[config.mk]
export PLATFORM = sky130hd
export DESIGN_NAME = pfifo_tx
export DESIGN_NICKNAME = d
export VERILOG_FILES = /design/src/rtl/pft_pkg.sv /design/src/rtl/pft_sync.sv /design/src/rtl/pft_fifo.sv /design/src/rtl/pft_engine.sv /design/src/rtl/pfifo_tx.sv
export SDC_FILE = /design/constraint.sdc
export NUM_CORES = 1
export LEC_CHECK = 0
export BUFFER_PORTS_ARGS = -buffer_cell sky130_fd_sc_hd__buf_2
export CORE_ASPECT_RATIO = 0.5
export CORE_UTILIZATION = 60
export DETAILED_ROUTE_END_ITERATION = 8
export GPL_TIMING_DRIVEN = 0
export PLACE_DENSITY_LB_ADDON = 0.08
export SYNTH_ARGS = -nofsm -noshare
export SYNTH_HDL_FRONTEND = slang
export SYNTH_SLANG_ARGS = --single-unit
[constraint.sdc]
create_clock -name clk -period 6.7 [get_ports clk]
set_input_delay 1.005 -clock clk [delete_from_list [all_inputs] [get_ports clk]]
set_output_delay 1.005 -clock clk [all_outputs]
set_load 0.01 [all_outputs]
[src/rtl/pft_pkg.sv]
package pft_pkg;
  localparam logic [2:0] PFT_MODE_FIFO = 3'b101;

  typedef enum logic [1:0] {
    PFT_IDLE   = 2'd0,
    PFT_SETUP  = 2'd1,
    PFT_STROBE = 2'd2,
    PFT_HOLD   = 2'd3
  } pft_state_e;
endpackage

[src/rtl/pft_sync.sv]
module pft_sync #(
  parameter int   STAGES  = 2,
  parameter logic RST_VAL = 1'b1
) (
  input  logic clk,
  input  logic rst_n,
  input  logic d_i,
  output logic q_o
);
  logic [STAGES-1:0] sh_q;
  logic [STAGES-1:0] sh_d;

  generate
    if (STAGES == 1) begin : g_one
      assign sh_d = d_i;
    end else begin : g_many
      assign sh_d = {sh_q[STAGES-2:0], d_i};
    end
  endgenerate

  always_ff @(posedge clk or negedge rst_n) begin
    if (!rst_n) sh_q <= {STAGES{RST_VAL}};
    else        sh_q <= sh_d;
  end

  assign q_o = sh_q[STAGES-1];
endmodule

[src/rtl/pft_fifo.sv]
module pft_fifo #(
  parameter int DW    = 8,
  parameter int DEPTH = 4,
  localparam int AW   = $clog2(DEPTH),
  localparam int CW   = $clog2(DEPTH + 1)
) (
  input  logic          clk,
  input  logic          rst_n,
  input  logic          flush_i,
  input  logic          push_i,
  input  logic [DW-1:0] data_i,
  input  logic          pop_i,
  output logic [DW-1:0] data_o,
  output logic          full_o,
  output logic          empty_o,
  output logic [CW-1:0] count_o
);
  logic [DW-1:0] mem [DEPTH];
  logic [AW-1:0] wr_ptr_q, wr_ptr_d, rd_ptr_q, rd_ptr_d;
  logic [CW-1:0] count_q, count_d;

  function automatic logic [AW-1:0] ptr_inc(input logic [AW-1:0] p);
    return (p == AW'(DEPTH - 1)) ? '0 : p + AW'(1);
  endfunction

  always_comb begin
    wr_ptr_d = wr_ptr_q;
    rd_ptr_d = rd_ptr_q;
    count_d  = count_q;
    if (flush_i) begin
      wr_ptr_d = '0;
      rd_ptr_d = '0;
      count_d  = '0;
    end else begin
      if (push_i) wr_ptr_d = ptr_inc(wr_ptr_q);
      if (pop_i)  rd_ptr_d = ptr_inc(rd_ptr_q);
      count_d = count_q + CW'(push_i) - CW'(pop_i);
    end
  end

  always_ff @(posedge clk or negedge rst_n) begin
    if (!rst_n) begin
      wr_ptr_q <= '0;
      rd_ptr_q <= '0;
      count_q  <= '0;
    end else begin
      wr_ptr_q <= wr_ptr_d;
      rd_ptr_q <= rd_ptr_d;
      count_q  <= count_d;
    end
  end

  always_ff @(posedge clk) begin
    if (push_i && !flush_i) mem[wr_ptr_q] <= data_i;
  end

  assign data_o  = mem[rd_ptr_q];
  assign full_o  = (count_q == CW'(DEPTH));
  assign empty_o = (count_q == '0);
  assign count_o = count_q;
endmodule

[src/rtl/pft_engine.sv]
module pft_engine
  import pft_pkg::*;
#(
  parameter int DW = 8,
  parameter int TW = 8
) (
  input  logic          clk,
  input  logic          rst_n,
  input  logic          active_i,
  input  logic          empty_i,
  input  logic          busy_s_i,
  input  logic [DW-1:0] head_i,
  input  logic [TW-1:0] setup_i,
  input  logic [TW-1:0] width_i,
  input  logic [TW-1:0] hold_i,
  output logic          pop_o,
  output logic [DW-1:0] pd_o,
  output logic          stb_n_o
);
  pft_state_e    state_q, state_d;
  logic [TW-1:0] cnt_q, cnt_d;
  logic [DW-1:0] pd_q;
  logic          stb_n_q, stb_n_d;
  logic          cnt_zero;

  assign cnt_zero = (cnt_q == '0);

  always_comb begin
    state_d = state_q;
    cnt_d   = cnt_q;
    pop_o   = 1'b0;
    if (!active_i) begin
      state_d = PFT_IDLE;
      cnt_d   = '0;
    end else begin
      unique case (state_q)
        PFT_IDLE: begin
          if (!empty_i && !busy_s_i) begin
            pop_o   = 1'b1;
            state_d = PFT_SETUP;
            cnt_d   = setup_i;
          end
        end
        PFT_SETUP: begin
          if (cnt_zero) begin
            state_d = PFT_STROBE;
            cnt_d   = width_i;
          end else begin
            cnt_d = cnt_q - TW'(1);
          end
        end
        PFT_STROBE: begin
          if (cnt_zero) begin
            state_d = PFT_HOLD;
            cnt_d   = hold_i;
          end else begin
            cnt_d = cnt_q - TW'(1);
          end
        end
        PFT_HOLD: begin
          if (cnt_zero) state_d = PFT_IDLE;
          else          cnt_d = cnt_q - TW'(1);
        end
        default: state_d = PFT_IDLE;
      endcase
    end
    stb_n_d = (state_d != PFT_STROBE);
  end

  always_ff @(posedge clk or negedge rst_n) begin
    if (!rst_n) begin
      state_q <= PFT_IDLE;
      cnt_q   <= '0;
      stb_n_q <= 1'b1;
    end else begin
      state_q <= state_d;
      cnt_q   <= cnt_d;
      stb_n_q <= stb_n_d;
    end
  end

  always_ff @(posedge clk or negedge rst_n) begin
    if (!rst_n)     pd_q <= '0;
    else if (pop_o) pd_q <= head_i;
  end

  assign pd_o    = pd_q;
  assign stb_n_o = stb_n_q;
endmodule

[src/rtl/pfifo_tx.sv]
module pfifo_tx
  import pft_pkg::*;
#(
  parameter int DATA_W     = 8,
  parameter int FIFO_DEPTH = 4,
  parameter int TIME_W     = 8,
  localparam int CNT_W     = $clog2(FIFO_DEPTH + 1)
) (
  input  logic              clk,
  input  logic              rst_n,
  input  logic [2:0]        mode_i,
  input  logic              wr_en_i,
  input  logic [DATA_W-1:0] wr_data_i,
  output logic              dma_req_o,
  input  logic [TIME_W-1:0] setup_cyc_i,
  input  logic [TIME_W-1:0] width_cyc_i,
  input  logic [TIME_W-1:0] hold_cyc_i,
  input  logic              busy_i,
  output logic [DATA_W-1:0] pd_o,
  output logic              stb_n_o
);
  logic              active;
  logic              fifo_full, fifo_empty, fifo_push, fifo_pop;
  logic [DATA_W-1:0] fifo_head;
  logic [CNT_W-1:0]  fifo_count;
  logic              busy_s;

  assign active    = (mode_i == PFT_MODE_FIFO);
  assign fifo_push = wr_en_i && active && !fifo_full;
  assign dma_req_o = active && !fifo_full;

  pft_sync #(.STAGES(2), .RST_VAL(1'b1)) u_busy_sync (
    .clk   (clk),
    .rst_n (rst_n),
    .d_i   (busy_i),
    .q_o   (busy_s)
  );

  pft_fifo #(.DW(DATA_W), .DEPTH(FIFO_DEPTH)) u_fifo (
    .clk     (clk),
    .rst_n   (rst_n),
    .flush_i (!active),
    .push_i  (fifo_push),
    .data_i  (wr_data_i),
    .pop_i   (fifo_pop),
    .data_o  (fifo_head),
    .full_o  (fifo_full),
    .empty_o (fifo_empty),
    .count_o (fifo_count)
  );

  pft_engine #(.DW(DATA_W), .TW(TIME_W)) u_engine (
    .clk      (clk),
    .rst_n    (rst_n),
    .active_i (active),
    .empty_i  (fifo_empty),
    .busy_s_i (busy_s),
    .head_i   (fifo_head),
    .setup_i  (setup_cyc_i),
    .width_i  (width_cyc_i),
    .hold_i   (hold_cyc_i),
    .pop_o    (fifo_pop),
    .pd_o     (pd_o),
    .stb_n_o  (stb_n_o)
  );
endmodule

==> flow_summary_export.csv, run 1 <==
group,metric,value,unit
worst_setup_path,cp_slowest_stage_delay,0.76,ns
floorplan,die_x,101,um
worst_setup_path,slowest_stage,"nor2_1",
floorplan,rows,17,
sta,period_share,0.498,
clock_network,numCtsBuffers,9,
layout,syn_to_final_growth,17.5,%
layout,antennaDiodeCount,0,
sta,worstMarginPinSlew,0.907,ns
synth,syn_inst,232,
routing,drtPass1Iterations,4,
synth,synth_edf_count,32,
clock_network,ctsResizeCount,0,
grt,grt_use_total,0.277,
routing,avgRoutedWirePerCell,17.2,um
clock_network,clk_path_buf_depth,2,
floorplan,start_util,0.648,
layout,multi_input_area,1210,um2
sta,slew_headroom,0.393,
sta,setup_viol,0,
routing,drtIter0Drc,76,
synth,synth_area,2950,um2
routing,via_count,2086,
synth,seq_area_frac_synth,0.565,
place,dp_hpwl,4310,um
layout,final_nets,340,
floorplan,die_area,5210,um2
routing,drc_errors,0,
synth,yosysUniqueCellTypes,51,
worst_setup_path,crit_required,6.89,ns
sta,fin_skew,0.00625,ns
sta,maxSlewViolCount,0,
worst_setup_path,cp_max_fo,9,
synth,synth.avg_cell_area,12.7,um2
synth,yosysTopAreaCell,"edfxtp_1",
sta,post-route-min-period,3.33,ns
routing,vias_per_cell,5.76,
worst_hold_path,holdCritStartpoint,"u_busy_sync.sh_q[0]",
place,io_buffers,48,
floorplan,io_pins,49,
grt,grt_pass1_vias,2166,
clock_network,clkTransAtPathRegs,0.07,ns
layout,final_layout_size_suffix_gt1_frac,0.328,
clock_network,post_cts_buffers,0,
layout,final_cell_mix,"buf_2 (49), edfxtp_1 (32), dfrtp_1 (25), nor2_1 (22), nand2_1 (15)",
routing,ant_nets,0,
synth,synth-async-reset-ratio,0.467,
clock_network,cts_sinks,60,
synth,synth_warnings,0,
sta,final-hold-violation-count,0,
grt,grt_max_degree,29,
worst_setup_path,arrival,3.53,ns
grt,grt_pass1_wl,10300,um
synth,synth.area.top_cells,"edfxtp_1 (33%), dfrtp_1 (21%), mux4_2 (6.1%)",
job,max-cap-violations,0,
worst_hold_path,hp-class,"reg2reg",
clock_network,clock_latency,0.33,ns
worst_setup_path,r2r-end,"u_fifo.count_o[2]",
sta,timing.fmax,0.300,GHz
clock_network,holdBufCountCts,0,
synth,synth_top_area_share,0.326,
synth,synth_ff_type,"edfxtp_1",
worst_hold_path,worstHoldPathCells,0,
floorplan,core_area,4550,um2
layout,fillers,302,
worst_setup_path,criticalPathCategory,"in2reg",
worst_setup_path,cp_cell_sequence,"buf_2 > nand3b_1 > nor2_1 > ha_1 > inv_1 > ha_1 > inv_1 > fa_1 > xor2_1 > xnor2_1 > nor2_1",
clock_network,cts_root_buf,"clkbuf_8",
routing,routed_wl,6210,um
layout,mostFrequentLayoutCell,"buf_2",
worst_setup_path,r2r_setup_slack,3.55,ns
grt,grt_overflow,0,
power,power_leakage,1.44,nW
clock_network,htreeDepth,3,
grt,grt_antenna_before_repair,0,
worst_setup_path,crit_path_end_kind,"flip-flop",
worst_setup_path,rr_worst_depth,11,
floorplan,die_y,51.6,um
clock_network,cts_tree,"done",
worst_setup_path,worstReg2RegStart,"u_engine.state_q[0]",
worst_setup_path,crit_path_start_kind,"input port",
power,p_per_area,212,nW/um2
synth,synth.net_count,281,
layout,seqCellArea,1670,um2
power,irDropWorstVdd,0.000206,V
worst_hold_path,holdPathEnd,"u_busy_sync.sh_q[1]",
sta,grt_setup_unrepaired,"false",
sta,fin_tns_setup,0,ns
sta,whs,0.358,ns
synth,synth_seq_cells,60,
status,status,"complete, no violations",
place,gp_congestion,0.889,
## layer usage
layer / global-route usage / vias to the layer above / wire length, um
li1: - / 981 / -
met1: 0.329 / 1035 / 2560
met2: 0.489 / 65 / 3220
met3: 0.0901 / 5 / 376
met4: 0.0894 / 0 / 53
met5: 0 / - / 0
## metrics by stage
step / cell area (um2) / instances / power (mW) / worst slack (ns) / utilization
2_1_floorplan: 2950 / 232 / 0.412 / 3.67 / -
3_3_place_gp: 3270 / 346 / 0.431 / 3.14 / 0.719
3_5_place_dp: 3270 / 346 / 0.433 / 3.04 / 0.719
4_1_cts: 3460 / 362 / 0.742 / 3.35 / 0.761
5_1_grt: 3460 / 362 / 0.763 / 3.24 / 0.761
6_report: 3460 / 362 / 0.735 / 3.37 / 0.761
## worst max path at each step
stage / slack, ns / end / cells after the start / startpoint
floorplan: 3.67 / u_fifo.count_o[2] / 10 / mode_i[1]
global placement: 3.14 / u_fifo.count_o[2] / 11 / mode_i[1]
detailed placement: 3.04 / u_fifo.count_o[2] / 11 / mode_i[1]
CTS: 3.35 / u_fifo.count_o[2] / 11 / mode_i[1]
global route: 3.24 / u_fifo.count_o[2] / 11 / mode_i[1]
finish: 3.37 / u_fifo.count_o[2] / 11 / mode_i[1]
## where the power goes
group | internal (mW) | switching [mW] | leakage [nW]
clock network | 0.171 | 0.138 | 0.0962
registers | 0.393 | 0.00158 | 0.668
logic | 0.0139 | 0.0168 | 0.673
## cell type report
type,instances,share of cell area
Tap cell,66,0.0238
Inverter,10,0.0108
Buffer,9,0.0101
Clock inverter,6,0.0188
Timing Repair Buffer,48,0.0694
Multi-Input combinational cell,153,0.349
Clock buffer,10,0.0368
Sequential cell,60,0.481
## sequential cells by signal, summed over array words and instances, names as in the netlist, 2 cells and up
| name | count |
|---|---|
| u_fifo.wr_ptr_q | 2 |
| u_fifo.mem | 32 |
| u_engine.pd_o | 8 |
| u_busy_sync.sh_q | 2 |
| u_fifo.rd_ptr_q | 2 |
| u_engine.cnt_q | 8 |
| u_fifo.count_o | 3 |
| u_engine.state_q | 2 |
## synthesized netlist by cell type (3+ instances only)
cell type,number
nor3_1,3
o21a_1,3
o31ai_1,3
dfrtp_1,25
a32o_1,3
edfxtp_1,32
mux4_2,8
dfstp_2,3
clkbuf_1,7
nand2_1,15
ha_1,9
nand3_1,7
and3_1,4
nor2_1,22
xnor2_1,4
nand2b_1,6
o21ai_0,7
o32ai_1,3
a21oi_1,12
inv_1,10
mux2_2,9
## cells by family after synthesis
logic type	synth area share
buffers and inverters	0.0246
muxes	0.0955
AOI/OAI and AO/OA	0.113
and+or+nand+nor	0.135
xor gates and xnor gates	0.0178
DFF	0.565
adders and majority gates	0.0488
## worst max-delay path: cells and delay by family
family | cells | cell delay, ns
adders and majority gates | 3 | 0.88
xor gates and xnor gates | 2 | 0.32
buffers and inverters | 3 | 0.21
and+or+nand+nor | 3 | 1.10
Note: power is estimated with default switching activity, not from simulation.
==> inputs of run 2 (changes only) <==
--- a/config.mk
+++ b/config.mk
@@ -7,7 +7,7 @@
 export LEC_CHECK = 0
 export BUFFER_PORTS_ARGS = -buffer_cell sky130_fd_sc_hd__buf_2
 export CORE_ASPECT_RATIO = 0.5
-export CORE_UTILIZATION = 60
+export CORE_UTILIZATION = 56
 export DETAILED_ROUTE_END_ITERATION = 8
 export GPL_TIMING_DRIVEN = 0
 export PLACE_DENSITY_LB_ADDON = 0.08
==> constraint.sdc (replaced) <==
create_clock -name clk -period 3.35 [get_ports clk]
set_input_delay 0.5025 -clock clk [delete_from_list [all_inputs] [get_ports clk]]
set_output_delay 0.5025 -clock clk [all_outputs]
set_load 0.01 [all_outputs]
==> run 2 against run 1 <==
  * Non-clock buffer count unchanged
  * Count of clock-buffer cells in the layout decreased by 1
  * Final cell count increased by 1.1%
  * Die area increased by 6.9%
  * Largest cell class unchanged
==> flow_summary_export.csv, run 2 (same netlist as run 1, synthesis figures left out) <==
group,metric,value,unit
status,status,"complete, no violations",
routing,ant_nets,0,
layout,mostFrequentLayoutCell,"buf_2",
place,dp_hpwl,4180,um
floorplan,core_area,5000,um2
floorplan,die_area,5580,um2
floorplan,rows,18,
clock_network,htreeDepth,3,
sta,grt_setup_unrepaired,"false",
worst_setup_path,arrival,3.22,ns
worst_hold_path,hp-class,"in2async",
place,io_buffers,48,
job,max-cap-violations,0,
power,irDropWorstVdd,0.000420,V
sta,slew_headroom,0.415,
sta,period_share,0.900,
floorplan,start_util,0.590,
routing,via_count,2065,
grt,grt_overflow,0,
place,dp_cells,350,
clock_network,clk_path_buf_depth,2,
sta,maxSlewViolCount,0,
routing,routed_wl,6040,um
layout,finalInstanceArea,3470,um2
power,p_switching,318,uW
power,power.share.switching,0.216,
clock_network,cts_root_buf,"clkbuf_8",
power,power_frac_comb,0.042,
layout,antennaDiodeCount,0,
routing,drtIter0Drc,87,
grt,grt_use_total,0.244,
sta,fin_skew,0.00657,ns
routing,avgRoutedWirePerCell,16.5,um
layout,largest-register,"u_fifo.mem",
place,place_ws,0.242,ns
clock_network,holdBufCountCts,0,
clock_network,ctsResizeCount,0,
floorplan,die_y,53.3,um
power,power.internal,1.15,mW
sta,fin_tns_setup,0,ns
grt,grt_pass1_vias,1987,
place,placed_cell_area,3280,um2
sta,timing.fmax,0.332,GHz
sta,setup_viol,0,
sta,post-route-min-period,3.01,ns
worst_setup_path,cp_max_fo,9,
grt,grt_pass1_wl,9620,um
clock_network,clock_latency,0.33,ns
clock_network,clkTransAtPathRegs,0.07,ns
layout,syn_to_final_growth,17.6,%
clock_network,cts_sinks,60,
grt,grt_antenna_before_repair,0,
worst_setup_path,crit_required,3.55,ns
clock_network,post_cts_buffers,0,
floorplan,io_pins,49,
floorplan,die_x,105,um
clock_network,cts_tree,"done",
sta,worstMarginPinSlew,0.874,ns
routing,drc_errors,0,
layout,stdcell_count,366,
clock_network,numCtsBuffers,9,
worst_setup_path,criticalPathCategory,"reg2reg",
routing,drtPass1Iterations,4,
layout,final_nets,340,
place,gp_congestion,0.859,
routing,vias_per_cell,5.64,
worst_setup_path,crit_path_start_kind,"flip-flop",
worst_setup_path,crit_path_end_kind,"flip-flop",
power,p_seq_frac,0.537,
sta,final-hold-violation-count,0,
power,p_clk_frac,0.421,
layout,largest_register_ffs,32,
grt,grt_max_degree,29,
layout,final_cell_mix,"buf_2 (49), edfxtp_1 (32), dfrtp_1 (25), nor2_1 (22), nand2_1 (15)",
layout,final_layout_size_suffix_gt1_frac,0.324,
power,power_leakage,1.43,nW
power,p_per_area,424,nW/um2
sta,fin_ws,0.335,ns
## run 2: changes by cell type in the layout (fill, tap and decap cells not counted), sizes merged
cell and change:
inv +1, clkinvlp +1, clkbuf -1, clkinv -1
## run 2: per-stage QoR
step / hold slack, ns / total power [mW] / util
2_1_floorplan: 0.207 / 0.824 / -
3_3_place_gp: 0.349 / 0.862 / 0.655
3_5_place_dp: 0.348 / 0.865 / 0.655
4_1_cts: 0.201 / 1.49 / 0.693
5_1_grt: 0.235 / 1.52 / 0.693
6_report: 0.197 / 1.47 / 0.693
## run 2: path summary, 6_finish.rpt
check	end	slack, ns	from	cells after the start
worst min register to register	u_busy_sync.sh_q[1]	0.36	u_busy_sync.sh_q[0]	0
max in group asynchronous	u_engine.pd_o[3]	2.70	rst_n	1
min in group clk	u_busy_sync.sh_q[0]	0.26	busy_i	1
worst max-delay path	u_fifo.count_o[2]	0.34	u_engine.state_q[0]	11
worst min-delay path	u_engine.cnt_q[7]	0.20	rst_n	1
worst max register to register	u_fifo.count_o[2]	0.34	u_engine.state_q[0]	11
## run 2: critical path: stages, from the launching register on
cell     delay (ns)
dfrtp_1        0.44
nor2_1         0.28
nand2_1        0.16
nor2_1         0.69
ha_1           0.36
inv_1          0.06
ha_1           0.13
inv_1          0.05
fa_1           0.36
xor2_1         0.17
xnor2_1        0.14
nor2_1         0.05
## run 2: area by class of cell
class	count	area, um2
inverter	10	37.5
tap	70	87.6
sequential	60	1670
timing repair buffer	48	240
multi-input combinational	153	1210
fill	393	1530
buffer	9	35.0
clock buffer	9	124
clock inverter	7	66.3
## run 2: routing by layer
| metal | vias to the layer above | track usage | routed length (um) | share of wire |
|---|---|---|---|---|
| li1 | 992 | - | - | - |
| met3 | 4 | 0.0911 | 346 | 0.057 |
| met4 | 0 | 0.0892 | 36 | 0.0060 |
| met1 | 1005 | 0.287 | 2670 | 0.44 |
| met5 | - | 0 | 0 | 0 |
| met2 | 64 | 0.422 | 2990 | 0.50 |
## run 2: power groups by stage
stage | sequential [mW] | combinational, mW | clock (mW)
finish | 0.789 | 0.0620 | 0.619
global route | 0.789 | 0.0696 | 0.658
CTS | 0.789 | 0.0623 | 0.636
detailed placement | 0.803 | 0.0620 | 0
global placement | 0.803 | 0.0589 | 0
floorplan | 0.804 | 0.0196 | 0
==> inputs of run 3 (changes only) <==
--- a/config.mk
+++ b/config.mk
@@ -11,6 +11,7 @@
 export DETAILED_ROUTE_END_ITERATION = 8
 export GPL_TIMING_DRIVEN = 0
 export PLACE_DENSITY_LB_ADDON = 0.08
+export RECOVER_POWER = 25
 export SYNTH_ARGS = -nofsm -noshare
 export SYNTH_HDL_FRONTEND = slang
 export SYNTH_SLANG_ARGS = --single-unit
==> run 3 against run 2 <==
  * Critical path type unchanged
  * Critical endpoint unchanged
  * Count of clock-buffer cells in the layout is the same
  * Sequential power about the same
  * Global-route usage unchanged
  * Sequential share of layout area rose by 0.14 points
  * Routed wire length about the same
  * Setup slack lost 0.0052 ns
  * Via count decreased by 1.2%
==> flow_summary_export.csv, run 3 (same netlist as run 1, synthesis figures left out) <==
group,metric,value,unit
place,gp_congestion,0.859,
sta,timing.fmax,0.331,GHz
power,p_switching,315,uW
power,power_leakage,1.41,nW
clock_network,clkTransAtPathRegs,0.07,ns
sta,final-hold-violation-count,0,
clock_network,clk_path_buf_depth,2,
clock_network,holdBufCountCts,0,
layout,utilization,0.691,
worst_setup_path,path_buf_inv,2,
routing,via_count,2041,
place,place_ws,0.242,ns
worst_setup_path,crit_required,3.55,ns
grt,grt_pass1_wl,9620,um
routing,ant_nets,0,
floorplan,io_pins,49,
floorplan,die_y,53.3,um
worst_setup_path,criticalPathCategory,"reg2reg",
power,p_seq_frac,0.538,
place,io_buffers,48,
grt,grt_antenna_before_repair,0,
clock_network,cts_sinks,60,
sta,fin_ws,0.330,ns
worst_setup_path,cp_top_family,"simple AND/OR/NAND/NOR gates",
floorplan,die_x,105,um
place,dp_hpwl,4180,um
floorplan,rows,18,
power,power_frac_comb,0.041,
sta,maxSlewViolCount,0,
floorplan,core_area,5000,um2
routing,drtPass1Iterations,4,
sta,period_share,0.902,
clock_network,cts_tree,"done",
place,dp_cells,350,
layout,final_layout_size_suffix_gt1_frac,0.297,
layout,mostFrequentLayoutCell,"buf_2",
job,max-cap-violations,0,
layout,stdcell_count,366,
worst_setup_path,crit_path_end_kind,"flip-flop",
sta,post-route-min-period,3.02,ns
power,p_clk_frac,0.421,
clock_network,cts_root_buf,"clkbuf_8",
grt,grt_max_degree,29,
sta,worstMarginPinSlew,0.880,ns
grt,grt_overflow,0,
clock_network,post_cts_buffers,0,
routing,drc_errors,0,
floorplan,die_area,5580,um2
clock_network,numCtsBuffers,9,
sta,slew_headroom,0.411,
power,power.share.switching,0.215,
status,status,"complete, no violations",
layout,antennaDiodeCount,0,
worst_setup_path,crit_path_start_kind,"flip-flop",
routing,drtIter0Drc,91,
layout,final_cell_mix,"buf_2 (41), edfxtp_1 (32), dfrtp_1 (25), nor2_1 (22)",
layout,largest-register,"u_fifo.mem",
sta,fin_skew,0.00705,ns
routing,vias_per_cell,5.58,
worst_hold_path,hp-class,"in2async",
worst_setup_path,arrival,3.22,ns
grt,grt_pass1_vias,1987,
worst_setup_path,cp_max_fo,9,
layout,syn_to_final_growth,17.2,%
sta,grt_setup_unrepaired,"false",
routing,routed_wl,6050,um
worst_setup_path,cp_cell_sequence,"nor2_1 > nand2_1 > nor2_1 > ha_1 > inv_1 > ha_1 > inv_1 > fa_1 > xor2_1 > xnor2_1 > nor2_1",
worst_setup_path,cp_slowest_stage_delay,0.69,ns
sta,fin_tns_setup,0,ns
layout,final_nets,340,
clock_network,htreeDepth,3,
layout,largest_register_ffs,32,
power,power,1.47,mW
grt,grt_use_total,0.244,
layout,finalInstanceArea,3460,um2
power,power.internal,1.15,mW
power,irDropWorstVdd,0.000420,V
sta,setup_viol,0,
floorplan,start_util,0.590,
sta,whs,0.198,ns
power,p_per_area,424,nW/um2
worst_setup_path,cpMostUsedCell,"nor2_1",
clock_network,clock_latency,0.33,ns
clock_network,ctsResizeCount,0,
routing,avgRoutedWirePerCell,16.5,um
worst_setup_path,slowest_stage,"nor2_1",
place,placed_cell_area,3280,um2
-- run 3: cell count changes in the layout (fill, tap and decap cells not counted) --
cell	delta
buf_2	-8
clkbuf_1	+8
-- run 3: final timing paths --
path | cells past startpoint | end | startpoint | slack [ns]
setup reg to reg | 11 | u_fifo.count_o[2] | u_engine.state_q[0] | 0.33
min in group clk | 1 | u_busy_sync.sh_q[0] | busy_i | 0.26
hold reg to reg | 0 | u_busy_sync.sh_q[1] | u_busy_sync.sh_q[0] | 0.36
setup / recovery | 11 | u_fifo.count_o[2] | u_engine.state_q[0] | 0.33
hold / removal | 1 | u_engine.cnt_q[7] | rst_n | 0.20
max in group asynchronous | 1 | u_engine.pd_o[3] | rst_n | 2.70
-- run 3: metal layers --
layer	vias up	routed length (um)	part of all wire	global-route usage
met1	993	2680	0.44	0.287
met2	55	2990	0.49	0.422
met5	-	0	0	0
met3	2	358	0.059	0.0911
met4	0	25	0.0041	0.0892
li1	991	-	-	-
-- run 3: cell type report --
cell class	instances	area (um2)
plain buffers	9	35.0
multi-input cells	153	1210
fillers	395	1540
flip-flops and latches	60	1670
repair buffers	48	230
clock inverters	7	66.3
inverters	10	37.5
well taps	70	87.6
clock buffers	9	124
-- run 3: power by group through the flow --
stage / Clock (mW) / Sequential (mW) / Combinational [mW]
global route: 0.658 / 0.789 / 0.0682
finish: 0.617 / 0.789 / 0.0606
global placement: 0 / 0.803 / 0.0589
detailed placement: 0 / 0.803 / 0.0620
floorplan: 0 / 0.804 / 0.0196
CTS: 0.636 / 0.789 / 0.0623
